## src/rtl/cube_agen_pkg.sv

```systemverilog
package cube_agen_pkg;
    localparam int ADDR_W  = 32;
    localparam int LEN_W   = 32;
    localparam int ROW_W   = 20;
    localparam int DIM_W   = 12;
    localparam int DEPTH_W = 8;
    localparam int SKIP_W  = 16;
    localparam int NBLK_W  = 9;

    typedef logic [ADDR_W-1:0] addr_t;
    typedef logic [LEN_W-1:0]  len_t;

    typedef enum logic {ST_IDLE, ST_RUN} walk_state_e;

    typedef struct packed {
        addr_t blk_start;
        addr_t row_start;
        addr_t piece;
    } addr_regs_t;

    function automatic addr_t comps_to_bytes(input addr_t comps, input int unsigned cb);
        return comps * addr_t'(cb);
    endfunction
endpackage

```

## src/rtl/cube_agen_walker.sv

```systemverilog
module cube_agen_walker
    import cube_agen_pkg::*;
(
    input  logic              clk,
    input  logic              rst,
    input  logic              load,
    input  logic              adv,
    input  logic [DIM_W-1:0]  h_m1,
    input  logic [NBLK_W-1:0] nx_m1,
    input  logic [NBLK_W-1:0] ny_m1,
    output logic              row_last,
    output logic              x_last,
    output logic              all_last
);
    logic [DIM_W-1:0]  row_q;
    logic [NBLK_W-1:0] bx_q;
    logic [NBLK_W-1:0] by_q;

    assign row_last = (row_q == h_m1);
    assign x_last   = (bx_q == nx_m1);
    assign all_last = row_last && x_last && (by_q == ny_m1);

    always_ff @(posedge clk) begin
        if (rst || load) begin
            row_q <= '0;
            bx_q  <= '0;
            by_q  <= '0;
        end else if (adv) begin
            if (!row_last) begin
                row_q <= row_q + 1'b1;
            end else begin
                row_q <= '0;
                if (!x_last) begin
                    bx_q <= bx_q + 1'b1;
                end else begin
                    bx_q <= '0;
                    by_q <= by_q + 1'b1;
                end
            end
        end
    end
endmodule

```

## src/rtl/cube_agen_chunker.sv

```systemverilog
module cube_agen_chunker
    import cube_agen_pkg::*;
#(
    parameter int CHUNK_BYTES = 256
) (
    input  logic clk,
    input  logic rst,
    input  logic load,
    input  len_t len_full,
    input  logic accept,
    input  logic split_en,
    output len_t cur_len,
    output logic more
);
    localparam len_t CHUNK = len_t'(CHUNK_BYTES);

    len_t left_q;

    assign more    = split_en && (left_q > CHUNK);
    assign cur_len = more ? CHUNK : left_q;

    always_ff @(posedge clk) begin
        if (rst) begin
            left_q <= '0;
        end else if (accept && more) begin
            left_q <= left_q - CHUNK;
        end else if (load) begin
            left_q <= len_full;
        end
    end
endmodule

```

## src/rtl/cube_agen.sv

```systemverilog
module cube_agen
    import cube_agen_pkg::*;
#(
    parameter int COMP_W      = 16,
    parameter int CHUNK_BYTES = 256
) (
    input  logic               clk,
    input  logic               rst,
    input  logic               start,
    input  logic               cfg_split,
    input  logic [ADDR_W-1:0]  cfg_base,
    input  logic [31:0]        cfg_offset,
    input  logic [ROW_W-1:0]   cfg_row_stride,
    input  logic [DIM_W-1:0]   cfg_blk_w_m1,
    input  logic [DIM_W-1:0]   cfg_blk_h_m1,
    input  logic [DEPTH_W-1:0] cfg_depth,
    input  logic [SKIP_W-1:0]  cfg_blk_skip,
    input  logic [SKIP_W-1:0]  cfg_last_skip,
    input  logic [NBLK_W-1:0]  cfg_xblk_m1,
    input  logic [NBLK_W-1:0]  cfg_yblk_m1,
    output logic               cmd_valid,
    input  logic               cmd_ready,
    output logic [ADDR_W-1:0]  cmd_addr,
    output logic [LEN_W-1:0]   cmd_len,
    output logic               done
);
    localparam int unsigned CB = COMP_W / 8;

    walk_state_e state_q;
    addr_regs_t  ar_q;
    logic        done_q;

    logic  go, accept, more, row_done;
    logic  row_last, x_last, all_last;
    addr_t first_b, stride_b, skip_b;
    len_t  row_len_b, cur_len;

    assign go       = (state_q == ST_IDLE) && start;
    assign accept   = (state_q == ST_RUN) && cmd_ready;
    assign row_done = accept && !more;

    assign first_b   = cfg_base + comps_to_bytes(addr_t'(cfg_offset), CB);
    assign stride_b  = comps_to_bytes(addr_t'(cfg_row_stride), CB);
    assign skip_b    = comps_to_bytes(addr_t'(x_last ? cfg_last_skip : cfg_blk_skip), CB);
    assign row_len_b = (len_t'(cfg_blk_w_m1) + len_t'(1)) * len_t'(cfg_depth) * len_t'(CB);

    cube_agen_walker walker_i (
        .clk      (clk),
        .rst      (rst),
        .load     (go),
        .adv      (row_done),
        .h_m1     (cfg_blk_h_m1),
        .nx_m1    (cfg_xblk_m1),
        .ny_m1    (cfg_yblk_m1),
        .row_last (row_last),
        .x_last   (x_last),
        .all_last (all_last)
    );

    cube_agen_chunker #(.CHUNK_BYTES(CHUNK_BYTES)) chunker_i (
        .clk      (clk),
        .rst      (rst),
        .load     (go || row_done),
        .len_full (row_len_b),
        .accept   (accept),
        .split_en (cfg_split),
        .cur_len  (cur_len),
        .more     (more)
    );

    always_ff @(posedge clk) begin
        if (rst) begin
            state_q <= ST_IDLE;
            ar_q    <= '0;
            done_q  <= 1'b0;
        end else begin
            done_q <= 1'b0;
            if (go) begin
                state_q      <= ST_RUN;
                ar_q.blk_start <= first_b;
                ar_q.row_start <= first_b;
                ar_q.piece     <= first_b;
            end else if (accept) begin
                if (more) begin
                    ar_q.piece <= ar_q.piece + addr_t'(CHUNK_BYTES);
                end else if (all_last) begin
                    state_q <= ST_IDLE;
                    done_q  <= 1'b1;
                end else if (row_last) begin
                    ar_q.blk_start <= ar_q.blk_start + skip_b;
                    ar_q.row_start <= ar_q.blk_start + skip_b;
                    ar_q.piece     <= ar_q.blk_start + skip_b;
                end else begin
                    ar_q.row_start <= ar_q.row_start + stride_b;
                    ar_q.piece     <= ar_q.row_start + stride_b;
                end
            end
        end
    end

    assign cmd_valid = (state_q == ST_RUN);
    assign cmd_addr  = ar_q.piece;
    assign cmd_len   = cur_len;
    assign done      = done_q;
endmodule

```

## config.mk

```make
export PLATFORM = sky130hd
export DESIGN_NAME = cube_agen
export DESIGN_NICKNAME = d
export VERILOG_FILES = /design/src/rtl/cube_agen_pkg.sv /design/src/rtl/cube_agen_walker.sv /design/src/rtl/cube_agen_chunker.sv /design/src/rtl/cube_agen.sv
export SDC_FILE = /design/constraint.sdc
export NUM_CORES = 1
export LEC_CHECK = 0
export CORE_MARGIN = 5
export CORE_UTILIZATION = 61
export CTS_CLUSTER_DIAMETER = 60
export DETAILED_ROUTE_END_ITERATION = 10
export MAX_ROUTING_LAYER = met4
export PLACE_DENSITY = 0.87
export SLEW_MARGIN = 15
export SYNTH_ARGS = -nofsm -noshare
export SYNTH_HDL_FRONTEND = slang
export SYNTH_SLANG_ARGS = --single-unit
```

## constraint.sdc

```tcl
create_clock -name clk -period 8.07 [get_ports clk]
set_input_delay 0.807 -clock clk [delete_from_list [all_inputs] [get_ports clk]]
set_output_delay 0.807 -clock clk [all_outputs]
set_load 0.005 [all_outputs]
```

==> qor.txt, run 1 <==
status -> finished, final reports clean
Initial Util -> 0.615
final slew viol count -> 0
Via-to-Cell Ratio -> 6.27
core area -> 25,800 um^2
I/O pin count -> 237
H-tree levels -> 4
# port buffers -> 234
RSZ-0062 raised after global routing -> false
vias in the first global route -> 15,522
Slew @ Worst Pin -> 1.14 ns
clk_lat worst skew -> 0.44 ns
Critical Path RT -> 8.41 ns
Hold Path Class -> flop to flop
Final ANT Viol Nets -> 0
Worst Skew -> 0.0135 ns
drt pass-1 iters -> 6
First DRT Iteration DRCs -> 1,400
fin crit period -> 7.10 ns
final WL -> 48,600 um
Critical Path, Cell by Cell -> clkdlybuf4s50_1 -> ha_1 -> nand3_1 -> nor2_1 -> and3_1 -> and3_1 -> xnor2_1 -> nor2b_1 -> fa_1 -> fa_1 -> fa_1 -> inv_1 -> fa_1 -> inv_1 -> ha_1 -> a21o_1 -> a21oi_1 -> o2111ai_1 -> a31oi_1 -> o21bai_1 -> a21oi_1 -> xnor2_1 -> a211oi_1
peak per-stage delay on the critical path -> 0.67 ns
first-pass GRT wire length -> 77,300 um
fillers -> 1,994
Ant. Diodes -> 0
routed len/inst -> 19.4 um
GRT Overall Usage -> 0.333
ys async rst share -> 0
Post-CTS Resized -> 0
dominant cell type by area after synthesis -> dfxtp_1
clk slew on worst S/H paths -> 0.07 ns
Mapped Cells -> 2,018
WP data arrival -> 7.43 ns
initial antenna violation count -> 0
Die Width -> 171 um
CP max-delay cell -> xnor2_1
syn nets -> 2,372
Die Footprint -> 29,400 um^2
most frequent CP cell -> fa_1
Post-Route Utilization -> 0.726
largest cells by area after synthesis -> dfxtp_1 (20%), ha_1 (9.0%), fa_1 (8.7%)
TritonCTS Buffers -> 17
Vias -> 15,759
post-CTS setup buffers -> 0
# nets final -> 2,518
pin count of the biggest net entering global routing -> 70
setup ws final -> 0.975 ns
final hold vios -> 0
Setup Viol. Count Final -> 0
Rows -> 59
Slew HR -> 0.239
Max FO, Critical Path -> 11
mapped cell area -> 15,900 um^2
Worst Setup Path Type -> input pin to flop
Max clock buf depth -> 2
GPL Wtd Cong -> 0.989
Synth top area share -> 0.200
Clock Tree Root -> clkbuf_16
layout cells sized above 1 -> 0.0446
most common cell in the synthesized netlist -> nor2_1
EDFF count, synth -> 0
CTS tree -> yes
fmax -> 0.141 GHz
Sum Neg Setup Slack -> 0 ns
synthesis warning total -> 0
synthesized flop and latch total -> 159
Avg Cell Area, Syn -> 7.88 um^2
# DRC -> 0
Max Cap Viol -> 0
commonest cells in the synthesized netlist -> nor2_1 (188), nand2_1 (174), dfxtp_1 (159)
Sink Count -> 159
number of buffers and inverters on the critical path -> 3
Worst Setup Start Kind -> input pin
dpl ws -> 0.677 ns
Hold Worst Slack -> 0.468 ns
P_leak -> 7.73 nW
Tcrit/Tclk final -> 0.879
post-synthesis cell type count -> 80
Worst setup EP type -> flop
area grow syn2layout -> 18.0%
Power Density -> 205 nW/um^2
# hold bufs at CTS -> 0
Overflow after GRT -> 0
sequential element share of the synthesized area -> 0.200
leading register cell type out of synthesis -> dfxtp_1
Die Span Y -> 171 um
HPWL after DPL -> 36,900 um
Top delay family on crit path -> adder cells
VDD IR max -> 0.170 mV
per-layer routing:
metal  GRT usage  share of wire  vias to the layer above
li1            -              -                     7377
met4       0.178          0.057                        0
met1       0.396           0.39                     7443
met5           -              0                        -
met3      0.0455          0.075                      180
met2       0.551           0.48                      759
stage by stage:
step	std cells	cell area [um^2]	power (W)
6_report	2512	18800	0.00385
2_1_floorplan	2018	15900	0.00239
3_5_place_dp	2480	18200	0.00296
3_3_place_gp	2480	18200	0.00290
4_1_cts	2512	18800	0.00382
5_1_grt	2512	18800	0.00412
worst paths after layout:
kind / startpoint / endpoint / slack (ns) / depth (start not counted)
worst max register to register: walker_i.bx_q[3]$_SDFFE_PP0P_ / ar_q[61]$_SDFFE_PP0P_ / 3.46 / 18
worst max-delay path: cfg_blk_w_m1[0] / chunker_i.left_q[21]$_SDFFE_PP0P_ / 0.97 / 23
worst min-delay path: cmd_addr[7]$_SDFFE_PP0P_ / cmd_addr[7]$_SDFFE_PP0P_ / 0.47 / 1
worst min register to register: cmd_addr[7]$_SDFFE_PP0P_ / cmd_addr[7]$_SDFFE_PP0P_ / 0.47 / 1
state kept, by name, indices dropped and copies added, names as in the netlist:
signal and count:
walker_i.bx_q 9, done 1, walker_i.by_q 9, chunker_i.left_q 31, cmd_valid 1, ar_q 64, cmd_addr 32, walker_i.row_q 12
cell usage in the layout (no fill, tap or decap), types with 18 or more instances in the layout:
cell	instances
clkdlybuf4s50_1	233
nor2_1	188
nand2_1	174
dfxtp_1	159
a21oi_1	154
ha_1	114
o21ai_0	107
inv_1	99
xnor2_1	94
xor2_1	85
fa_1	69
and2_1	67
nor2b_1	66
nand3_1	45
nor3_1	40
a211oi_1	37
a21o_1	36
o211ai_1	31
nand4_1	27
o21a_1	25
and3_1	23
a31oi_1	23
a311oi_1	23
nand2b_1	22
mux2_2	18
report_power, final:
group          switching (W)  total (W)  internal, W  leakage, nW
clock               0.000379   0.000847     0.000468        0.297
sequential          0.000100   0.000974     0.000874         1.30
combinational        0.00115    0.00203     0.000872         6.13
total                0.00163    0.00385      0.00221         7.73
area by class of cell:
cell class | count | area (um^2) | area share
tap | 335 | 419 | 0.0223
timing repair buffer | 249 | 2450 | 0.131
clock inverter | 15 | 176 | 0.00940
inverter | 99 | 372 | 0.0198
sequential | 159 | 3180 | 0.170
multi-input combinational | 1638 | 11700 | 0.625
clock buffer | 17 | 425 | 0.0227
cells by family after synthesis:
kind of cell	synth area share
simple gates	0.227
compound gates	0.216
buf+inv	0.0627
fa+ha+maj	0.177
xor+xnor	0.0986
flops	0.200
mux	0.0184
other cells	0.000236
Power figures use the tool's default switching activity.
==> run 2: changes to the inputs <==
Settings changed: CTS_CLUSTER_SIZE from default to 16.
==> results of run 2 <==
The final DEF is identical to that of run 1; final timing and power are the same.
==> run 3: changes to the inputs <==
Settings changed: CORE_ASPECT_RATIO from default to 1.5.
==> run 3 against run 2 <==
Sequential share of layout area about the same. Core utilization about the same. Via count down 0.18%. Register-to-register slack worse by 0.14 ns. Critical path depth unchanged. Die area up 0.23%. Cell area down 0.25%. Non-clock buffer count up 1.
==> qor.txt, run 3 (synthesis gave the netlist of run 1 again) <==
status -> finished, final reports clean
Final ANT Viol Nets -> 0
crit path to -> chunker_i.left_q[21]$_SDFFE_PP0P_
CTS tree -> yes
Setup Viol. Count Final -> 0
Die Footprint -> 29,400 um^2
fillers -> 2,118
Max clock buf depth -> 2
fmax -> 0.148 GHz
drt pass-1 iters -> 7
Critical Path RT -> 8.42 ns
area grow syn2layout -> 17.7%
# nets final -> 2,519
reg-to-reg slack, setup -> 3.32 ns
Worst Skew -> 0.00791 ns
total power -> 0.00376 W
Post-CTS Resized -> 0
pin count of the biggest net entering global routing -> 64
routed len/inst -> 19.4 um
I/O pin count -> 237
VDD IR max -> 0.133 mV
flip-flop count of the largest register after layout -> 64
Worst Setup Path Type -> input pin to flop
Overflow after GRT -> 0
Die Width -> 142 um
commonest cells after routing, fill and taps aside -> clkdlybuf4s50_1 (233), nor2_1 (188), nand2_1 (174), dfxtp_1 (159), a21oi_1 (154)
Hold Path Class -> flop to flop
Via-to-Cell Ratio -> 6.27
layout cells sized above 1 -> 0.0428
commonest non-fill, non-tap cell in the layout -> clkdlybuf4s50_1
most frequent CP cell -> fa_1
# port buffers -> 234
Sink Count -> 159
initial antenna violation count -> 0
Max Cap Viol -> 0
Slew HR -> 0.252
Initial Util -> 0.617
Clock Tree Root -> clkbuf_16
vias in the first global route -> 16,066
Worst Setup Start Kind -> input pin
Slew @ Worst Pin -> 1.09 ns
Reg-to-Reg End -> cmd_addr[29]$_SDFFE_PP0P_
launching point of the worst reg2reg path -> walker_i.bx_q[3]$_SDFFE_PP0P_
Max FO, Critical Path -> 11
fin crit period -> 6.76 ns
most flop-heavy register -> ar_q
Worst setup EP type -> flop
Hold Worst Slack -> 0.464 ns
Vias -> 15,731
CP max-delay cell -> clkdlybuf4s50_1
GPL Wtd Cong -> 1.00
peak per-stage delay on the critical path -> 0.61 ns
post-CTS setup buffers -> 0
number of buffers and inverters on the critical path -> 3
H-tree levels -> 4
P_leak -> 7.71 nW
# hold bufs at CTS -> 0
Rows -> 72
RSZ-0062 raised after global routing -> false
worst reg2reg path depth -> 18
Critical path origin -> cfg_blk_w_m1[0]
Tcrit/Tclk final -> 0.838
First DRT Iteration DRCs -> 1,077
final hold vios -> 0
WP data arrival -> 7.11 ns
Die Span Y -> 208 um
final slew viol count -> 0
core area -> 25,800 um^2
# DRC -> 0
GRT Overall Usage -> 0.332
Top delay family on crit path -> adder cells
clk_lat worst skew -> 0.44 ns
clk slew on worst S/H paths -> 0.07 ns
critical path depth -> 23
Critical Path, Cell by Cell -> clkdlybuf4s50_1 -> ha_1 -> nand3_1 -> nor2_1 -> and3_1 -> xnor2_1 -> nor2b_1 -> fa_1 -> fa_1 -> fa_1 -> inv_1 -> fa_1 -> inv_1 -> ha_1 -> a21oi_1 -> nor2b_1 -> a41oi_1 -> o2111ai_1 -> a31oi_1 -> o21bai_1 -> a21oi_1 -> xnor2_1 -> a211oi_1
TritonCTS Buffers -> 17
Sum Neg Setup Slack -> 0 ns
hold path depth -> 2
HPWL after DPL -> 37,800 um
Ant. Diodes -> 0
first-pass GRT wire length -> 77,800 um
Power Density -> 201 nW/um^2
final WL -> 48,500 um
run 3: final cells by class:
type	count	area [um^2]	share of cell area
multi-input combinational	1638	11700	0.627
sequential	159	3180	0.170
timing repair buffer	250	2460	0.131
clock buffer	19	433	0.0231
inverter	99	372	0.0199
tap	333	417	0.0223
clock inverter	10	116	0.00622
run 3: metrics by stage:
| step | instance area [um^2] | setup WS (ns) | utilization | std cells |
|---|---|---|---|---|
| 6_report | 18700 | 1.31 | 0.726 | 2508 |
| 5_1_grt | 18700 | 0.893 | 0.726 | 2508 |
| 4_1_cts | 18700 | 1.36 | 0.726 | 2508 |
| 3_5_place_dp | 18200 | 0.912 | 0.705 | 2479 |
| 3_3_place_gp | 18200 | 1.04 | 0.705 | 2479 |
| 2_1_floorplan | 15900 | 2.29 | - | 2018 |
run 3: worst min path at each step:
stage	start	endpoint	slack (ns)
finish	cmd_addr[1]$_SDFFE_PP0P_	cmd_addr[1]$_SDFFE_PP0P_	0.46
global route	cmd_addr[1]$_SDFFE_PP0P_	cmd_addr[1]$_SDFFE_PP0P_	0.49
CTS	cmd_addr[1]$_SDFFE_PP0P_	cmd_addr[1]$_SDFFE_PP0P_	0.46
detailed placement	cmd_addr[1]$_SDFFE_PP0P_	cmd_addr[1]$_SDFFE_PP0P_	0.45
global placement	cmd_addr[1]$_SDFFE_PP0P_	cmd_addr[1]$_SDFFE_PP0P_	0.44
floorplan	cmd_addr[1]$_SDFFE_PP0P_	cmd_addr[1]$_SDFFE_PP0P_	0.44
run 3: report_power, final:
group	switching (W)	internal (W)
combinational	0.00113	0.000871
clock	0.000340	0.000450
sequential	0.0000928	0.000874
run 3: layer usage:
| layer | vias to the layer above | routed length, um | track usage |
|---|---|---|---|
| met5 | - | 0 | - |
| li1 | 7362 | - | - |
| met1 | 7423 | 16500 | 0.328 |
| met4 | 0 | 3390 | 0.204 |
| met2 | 709 | 25700 | 0.604 |
| met3 | 237 | 2920 | 0.0461 |
run 3: tightest hold or removal path, stage by stage (launching register included):
cell	delay, ns
dfxtp_1	0.31
nand2_1	0.05
a21oi_1	0.05
